## src/rtl/des_ring4.sv

```systemverilog
module des_ring4 (
  input  logic        clk,
  input  logic        rst_n,
  input  logic        in_valid,
  output logic        in_ready,
  input  logic        in_dec,
  input  logic [63:0] in_text,
  input  logic [63:0] in_key,
  output logic        out_valid,
  output logic [63:0] out_text
);

  localparam int NS = 4;

  localparam int IP_T [64] = '{
    58, 50, 42, 34, 26, 18, 10, 2, 60, 52, 44, 36, 28, 20, 12, 4,
    62, 54, 46, 38, 30, 22, 14, 6, 64, 56, 48, 40, 32, 24, 16, 8,
    57, 49, 41, 33, 25, 17,  9, 1, 59, 51, 43, 35, 27, 19, 11, 3,
    61, 53, 45, 37, 29, 21, 13, 5, 63, 55, 47, 39, 31, 23, 15, 7};

  localparam int FP_T [64] = '{
    40, 8, 48, 16, 56, 24, 64, 32, 39, 7, 47, 15, 55, 23, 63, 31,
    38, 6, 46, 14, 54, 22, 62, 30, 37, 5, 45, 13, 53, 21, 61, 29,
    36, 4, 44, 12, 52, 20, 60, 28, 35, 3, 43, 11, 51, 19, 59, 27,
    34, 2, 42, 10, 50, 18, 58, 26, 33, 1, 41,  9, 49, 17, 57, 25};

  localparam int E_T [48] = '{
    32,  1,  2,  3,  4,  5,  4,  5,  6,  7,  8,  9,
     8,  9, 10, 11, 12, 13, 12, 13, 14, 15, 16, 17,
    16, 17, 18, 19, 20, 21, 20, 21, 22, 23, 24, 25,
    24, 25, 26, 27, 28, 29, 28, 29, 30, 31, 32,  1};

  localparam int P_T [32] = '{
    16,  7, 20, 21, 29, 12, 28, 17,  1, 15, 23, 26,  5, 18, 31, 10,
     2,  8, 24, 14, 32, 27,  3,  9, 19, 13, 30,  6, 22, 11,  4, 25};

  localparam int PC1_T [56] = '{
    57, 49, 41, 33, 25, 17,  9,  1, 58, 50, 42, 34, 26, 18,
    10,  2, 59, 51, 43, 35, 27, 19, 11,  3, 60, 52, 44, 36,
    63, 55, 47, 39, 31, 23, 15,  7, 62, 54, 46, 38, 30, 22,
    14,  6, 61, 53, 45, 37, 29, 21, 13,  5, 28, 20, 12,  4};

  localparam int PC2_T [48] = '{
    14, 17, 11, 24,  1,  5,  3, 28, 15,  6, 21, 10,
    23, 19, 12,  4, 26,  8, 16,  7, 27, 20, 13,  2,
    41, 52, 31, 37, 47, 55, 30, 40, 51, 45, 33, 48,
    44, 49, 39, 56, 34, 53, 46, 42, 50, 36, 29, 32};

  localparam logic [255:0] SBOX [8] = '{
    256'hE4D12FB83A6C5907_0F74E2D1A6CB9538_41E8D62BFC973A50_FC8249175B3EA06D,
    256'hF18E6B34972DC05A_3D47F28EC01A69B5_0E7BA4D158C6932F_D8A13F42B67C05E9,
    256'hA09E63F51DC7B428_D709346A285ECBF1_D6498F30B12C5AE7_1AD069874FE3B52C,
    256'h7DE3069A1285BC4F_D8B56F03472C1AE9_A690CB7DF13E5284_3F06A1D8945BC72E,
    256'h2C417AB6853FD0E9_EB2C47D150FA3986_421BAD78F9C5630E_B8C71E2D6F09A453,
    256'hC1AF92680D34E75B_AF427C9561DE0B38_9EF528C3704A1DB6_432C95FABE17608D,
    256'h4B2EF08D3C975A61_D0B7491AE35C2F86_14BDC37EAF680592_6BD814A7950FE23C,
    256'hD2846FB1A93E50C7_1FD8A374C56B0E92_7B419CE206ADF358_21E74A8DFC90356B};

  function automatic logic [27:0] key_rot(input logic [27:0] x, input logic dec, input logic [3:0] n);
    logic single;
    single = (n == 4'd1) || (n == 4'd8) || (n == 4'd15);
    if (!dec) return (single || n == 4'd0) ? {x[26:0], x[27]} : {x[25:0], x[27:26]};
    if (n == 4'd0) return x;
    return single ? {x[0], x[27:1]} : {x[1:0], x[27:2]};
  endfunction

  logic [31:0] s_l [NS];
  logic [31:0] s_r [NS];
  logic [27:0] s_c [NS];
  logic [27:0] s_d [NS];
  logic [1:0]  s_pass [NS];
  logic [NS-1:0] s_dec;
  logic [NS-1:0] s_v;

  logic [31:0] nx_l [NS];
  logic [31:0] nx_r [NS];
  logic [27:0] nx_c [NS];
  logic [27:0] nx_d [NS];
  logic [1:0]  nx_pass [NS];
  logic [NS-1:0] nx_dec;

  logic [63:0] ip_o;
  logic [55:0] pc1_o;
  logic [63:0] pre_fp;
  logic        loop_back;
  logic        accept;

  assign loop_back = s_v[NS-1] && (s_pass[NS-1] != 2'd3);
  assign out_valid = s_v[NS-1] && (s_pass[NS-1] == 2'd3);
  assign in_ready  = rst_n && !loop_back;
  assign accept    = in_valid && in_ready;

  for (genvar i = 0; i < 64; i++) begin : g_ip
    assign ip_o[63-i] = in_text[64-IP_T[i]];
  end
  for (genvar i = 0; i < 56; i++) begin : g_pc1
    assign pc1_o[55-i] = in_key[64-PC1_T[i]];
  end

  assign pre_fp = {s_r[NS-1], s_l[NS-1]};
  for (genvar i = 0; i < 64; i++) begin : g_fp
    assign out_text[63-i] = pre_fp[64-FP_T[i]];
  end

  for (genvar k = 0; k < NS; k++) begin : g_rnd
    logic [31:0] ul, ur;
    logic [27:0] uc, ud, cn, dn;
    logic [1:0]  upass;
    logic        udec;
    logic [3:0]  rn;
    logic [55:0] cd;
    logic [47:0] sk, ex, mx;
    logic [31:0] so, fo;

    if (k == 0) begin : g_mux
      assign ul    = loop_back ? s_l[NS-1] : ip_o[63:32];
      assign ur    = loop_back ? s_r[NS-1] : ip_o[31:0];
      assign uc    = loop_back ? s_c[NS-1] : pc1_o[55:28];
      assign ud    = loop_back ? s_d[NS-1] : pc1_o[27:0];
      assign udec  = loop_back ? s_dec[NS-1] : in_dec;
      assign upass = loop_back ? s_pass[NS-1] + 2'd1 : 2'd0;
    end else begin : g_chain
      assign ul    = s_l[k-1];
      assign ur    = s_r[k-1];
      assign uc    = s_c[k-1];
      assign ud    = s_d[k-1];
      assign udec  = s_dec[k-1];
      assign upass = s_pass[k-1];
    end

    assign rn = {upass, 2'(k)};
    assign cn = key_rot(uc, udec, rn);
    assign dn = key_rot(ud, udec, rn);
    assign cd = {cn, dn};

    for (genvar i = 0; i < 48; i++) begin : g_pc2
      assign sk[47-i] = cd[56-PC2_T[i]];
      assign ex[47-i] = ur[32-E_T[i]];
    end
    assign mx = ex ^ sk;

    for (genvar j = 0; j < 8; j++) begin : g_sb
      logic [5:0] b;
      logic [5:0] idx;
      assign b   = mx[47-6*j -: 6];
      assign idx = {b[5], b[0], b[4:1]};
      assign so[31-4*j -: 4] = SBOX[j][255 - 4*int'(idx) -: 4];
    end

    for (genvar i = 0; i < 32; i++) begin : g_p
      assign fo[31-i] = so[32-P_T[i]];
    end

    assign nx_l[k]    = ur;
    assign nx_r[k]    = ul ^ fo;
    assign nx_c[k]    = cn;
    assign nx_d[k]    = dn;
    assign nx_pass[k] = upass;
    assign nx_dec[k]  = udec;
  end

  always_ff @(posedge clk or negedge rst_n) begin
    if (!rst_n) s_v <= '0;
    else        s_v <= {s_v[NS-2:0], loop_back || accept};
  end

  always_ff @(posedge clk) begin
    for (int k = 0; k < NS; k++) begin
      s_l[k]    <= nx_l[k];
      s_r[k]    <= nx_r[k];
      s_c[k]    <= nx_c[k];
      s_d[k]    <= nx_d[k];
      s_pass[k] <= nx_pass[k];
    end
    s_dec <= nx_dec;
  end

  // a result appears exactly 16 sampled cycles after its acceptance
  assert_result_follows_R4: assert property (@(posedge clk) disable iff (!rst_n)
    $past(accept, 16) |-> out_valid);

  // no result without a matching acceptance 16 cycles back
  assert_no_orphan_R5: assert property (@(posedge clk) disable iff (!rst_n)
    out_valid |-> $past(accept, 16));

  // an accepted pair occupies the first stage on its first pass
  assert_enter_first_R7: assert property (@(posedge clk) disable iff (!rst_n)
    accept |=> (s_v[0] && s_pass[0] == 2'd0));

  // a full ring with nothing leaving refuses new input
  assert_full_blocks_R6: assert property (@(posedge clk) disable iff (!rst_n)
    (&s_v && !out_valid) |-> !in_ready);

endmodule

```

## config.mk

```make
export PLATFORM = sky130hd
export DESIGN_NAME = des_ring4
export DESIGN_NICKNAME = d
export VERILOG_FILES = /design/src/rtl/des_ring4.sv
export SDC_FILE = /design/constraint.sdc
export NUM_CORES = 2
export LEC_CHECK = 0
export BUFFER_PORTS_ARGS = -buffer_cell sky130_fd_sc_hd__buf_2
export CELL_PAD_IN_SITES_DETAIL_PLACEMENT = 1
export CELL_PAD_IN_SITES_GLOBAL_PLACEMENT = 1
export CORE_UTILIZATION = 32
export CTS_CLUSTER_DIAMETER = 100
export CTS_CLUSTER_SIZE = 12
export DETAILED_ROUTE_END_ITERATION = 7
export PLACE_DENSITY_LB_ADDON = 0.1
export SYNTH_ARGS = -nofsm -noshare
export SYNTH_HDL_FRONTEND = slang
export SYNTH_SLANG_ARGS = --single-unit
```

## constraint.sdc

```tcl
create_clock -name clk -period 5.2 [get_ports clk]
set_input_delay 0.78 -clock clk [delete_from_list [all_inputs] [get_ports clk]]
set_output_delay 0.78 -clock clk [all_outputs]
set_load 0.01 [all_outputs]
```

**Word-level counts from Yosys, hierarchy flattened**

Memories as Yosys holds them, arrays and structs flattened.
Index checks and enable logic that the tools add are counted.
W data, S select, Z words.

- Register bits after elaboration: 8
- Bits in latches: 0
- Bits in writable memories: 488
- ROM bits: 0
- Input port bits: 132
- Output and inout bits: 66
- Word-level logic and storage cells: 158
- Memories: 5

- Add/sub/neg operators: 33
- Multiply operators: 0
- Div/mod/pow operators: 0
- Magnitude comparators: 0
- Equality and inequality tests: 4
- Shift-type cells: 32
- Muxes and demuxes: 60
- Bitwise logic cells: 8
- Reduce and logical (&&, ||, !) cells: 14

Memory list:

| memory | words | bits a word | read ports | clocked after memory_dff | wr ports | line | source |
|---|---|---|---|---|---|---|---|
| s_l | 4 | 32 | 4 | 0 | 4 | 67 | `logic [31:0] s_l [NS];` |
| s_r | 4 | 32 | 4 | 0 | 4 | 68 | `logic [31:0] s_r [NS];` |
| s_c | 4 | 28 | 4 | 0 | 4 | 69 | `logic [27:0] s_c [NS];` |
| s_d | 4 | 28 | 4 | 0 | 4 | 70 | `logic [27:0] s_d [NS];` |
| s_pass | 4 | 2 | 4 | 0 | 4 | 71 | `logic [1:0] s_pass [NS];` |

Operator list:

| operator | count |
|---|---|
| $shiftx A259 B9 Y4 const A | 32 |
| $mux W28 | 48 |
| $sub A8 B8 Y9 const A | 32 |
| $xor A48 B48 Y48 | 4 |
| $xor A32 B32 Y32 | 4 |
| $mux W32 | 2 |
| $logic_not A4 Y1 | 4 |
| $mux W1 | 9 |
| $eq A2 B2 Y1 const B | 3 |
| $logic_and A1 B1 Y1 | 4 |
| $logic_or A1 B1 Y1 | 4 |
| $add A2 B1 Y2 const B | 1 |
| $logic_not A2 Y1 | 1 |
| $mux W2 | 1 |
| $ne A2 B2 Y1 const B | 1 |
| $logic_not A1 Y1 | 1 |

**Depth between registers and ports, before layout**

An unclocked memory read counts as a cell.

- Word-level depth: 15
- Gate-level depth with buffers: 18
- Mapped depth without buffers: 15

**Worst setup path before layout**

OpenSTA, ideal clock, no wires.

- Path type: flip-flop to flip-flop
- From: memory s_pass[3][0]
- To: memory s_r[0][24]
- Library setup time: 0.124 ns
- Arrival: 3.903 ns
- Required time: 5.076 ns
- Slack: 1.173 ns
- Cell stages (with the launch flop): 17
- Buffers on the path: 4
- Clock period less this slack: 4.027 ns
- Cell sequence: dfxtp_1 -> ha_1 -> buf_4 -> buf_8 -> mux2_2 -> mux4_2 -> xor2_1 -> mux2i_1 -> buf_2 -> inv_1 -> ha_1 -> clkbuf_1 -> inv_1 -> mux4_2 -> o21ai_0 -> mux2i_1 -> xor2_1

RTL lines:

| what | line |
|---|---|
| start: declaration | 71 |
| end: declaration | 68 |

==> results.ini <==
[outcome]
status = finished clean

[grt]
grtUsageTotal = 0.262
grt_pass1_wl_mm = 238
antenna_found_initial = 4
grt_max_degree = 132
overflow = 0
grt_pass1_vias = 34200

[die]
ioPinCount = 198
rows = 127
start_util = 0.322
die_x_um = 350
die_h_um = 350
die_area_um2 = 122000
core_um2 = 120000

[clock_tree]
cts_buffer_depth = 3
postCtsSetupBuffers = 0
numCtsBuffers = 50
clk_latency_ns = 0.66
cts-resized-gates = 0
cts_tree = yes
clkTransAtPathRegs_ns = 0.07
cts-root-buf = clkbuf_16
cts.htree.levels = 2
cts_hold_buf = 1
cts.sinks = 496

[drt]
drtAntennaViolNets = 0
wire_per_inst_um = 26.5
wl_mm = 164
drc = 0
dr.pass1.iters = 5
drtIter0Drc = 2608
num_vias = 34900
avgViaCountPerCell = 5.64

[worst_hold_path]
hold_path_depth = 3
holdCritPathClass = in -> reg
min-delay-start = in_valid
hold_end = s_v[0]

[layout]
drive_gt1_frac = 0.180
syn2layout_area_growth_pct = 13.2
nets = 4919
final_util = 0.365

[synth]
synth_edf_count = 0
synth_top_cell_by_area = dfxtp_1
synth.most_common_cell = dfxtp_1
synth_flop_cell = dfxtp_1
syn_area_per_cell_um2 = 8.93
seq_area_frac_synth = 0.257
synthTopCellsByCount = dfxtp_1 (492), nor2_1 (346), nand2_1 (327), a21oi_1 (307), o21ai_0 (260)
ys_ff_latch = 496
syn-num-nets = 4686
synth_cell_types = 105
yosys_warnings = 0
synth_cells = 4331
async_reset_ff_frac = 0.00806
synth.top_cell.area_share = 0.255
syn_area_um2 = 38700
synthTopCellsByArea = dfxtp_1 (25%), mux4_2 (10%), ha_1 (7.2%), mux2i_1 (6.5%), xnor2_1 (5.7%)

[timing]
max_slew_margin = 0.140
clock_skew_ns = 0.0385
fin_tns_setup_ns = 0
hold_viol = 0
holdWs_ns = 0.318
drv_slew = 0
setup_ws_ns = 0.552
min_period_ns = 4.65
grt_setup_unrepaired = no
worst_pin_slew_ns = 1.28
timing.fmax_mhz = 215
fin_crit_sh = 0.894
finalSetupViolCount = 0

[place]
place.gp.congestion = 0.922
place.port_buffers = 189
hpwl_mm = 131
dp_slack_ns = 0.540

[worst_setup_path]
arrival_ns = 5.15
endpoint_kind = register
r2r-end = s_r[0][7]
critPathMaxFanout = 26
cp-startpoint = s_pass[3][0]
crit_type = reg -> reg
rr_worst_depth = 12
start_kind = register
r2r_start = s_pass[3][0]
cp.required_ns = 5.70
reg2reg_slack_ns = 0.55

[flow_run]
cap_violations = 0

==> state kept, by name (all words and copies together) (netlist names) <==
name	cells
s_l	128
s_dec	4
s_c	112
s_v	4
s_r	128
s_d	112
s_pass	8
==> worst max-delay path, stage by stage, from the launching register on <==
cell	delay, ns
dfxtp_4	0.36
ha_2	0.44
nand2b_4	0.58
buf_12	0.27
mux2i_1	0.41
inv_1	0.16
xnor2_1	0.97
nor2_1	0.19
a211oi_1	0.29
a311oi_1	0.09
o311ai_1	0.42
buf_4	0.20
xor2_1	0.06
==> cell families (layout without fill, tap and decap cells) <==
group,Yosys count,after routing,share of synthesized area
compound gates,1241,1241,0.212
fa+ha+maj,223,223,0.0721
buf+inv,447,696,0.0511
xor+xnor,456,456,0.109
flops,496,496,0.257
other cells,0,1,0
simple gates,976,976,0.112
mux,492,492,0.187
==> per-layer routing <==
layer  track usage  wire (um)  vias to the layer above  share of wire
met5             0         17                        -        0.00010
met4        0.0768       4750                        2          0.029
met3        0.0240       6560                      155          0.040
met2         0.435      77200                      858           0.47
met1         0.360      75500                    17500           0.46
li1              -          -                    16400              -
==> final cells by class <==
class / count / area [um2]
Tap cell: 1612 / 2020
Sequential cell: 496 / 9960
Clock inverter: 10 / 105
Clock buffer: 58 / 1300
Multi-Input combinational cell: 3388 / 26800
Timing Repair Buffer: 429 / 2850
Fill cell: 14000 / 76200
Antenna cell: 1 / 2.50
Inverter: 199 / 749
==> worst max path at each step <==
stage | end | slack (ns) | depth (start not counted)
after floorplan | s_r[0][24] | 1.17 | 16
after global placement | s_r[0][7] | 0.58 | 13
after detailed placement | s_r[0][7] | 0.54 | 13
after CTS | s_r[0][7] | 0.59 | 12
after global routing | s_r[0][7] | 0.34 | 12
final | s_r[0][7] | 0.55 | 12
==> metrics by stage <==
stage,std cells,area [um2]
2_1_floorplan,4331,38700
3_3_place_gp,6123,42400
3_5_place_dp,6123,42400
4_1_cts,6192,43800
5_1_grt,6192,43800
6_report,6193,43800
==> layout by cell type, fill, tap and decap left out, types with 184 or more instances in the layout <==
master,netlist,layout
dfxtp_1,492,488
nor2_1,346,345
nand2_1,327,327
a21oi_1,307,307
o21ai_0,260,259
mux2i_1,253,253
xnor2_1,254,253
buf_4,29,231
ha_1,223,222
buf_2,71,189
inv_1,184,184
Power is not shown: default switching activity piles up to over one toggle a cycle in this logic, so the estimate is an artifact.
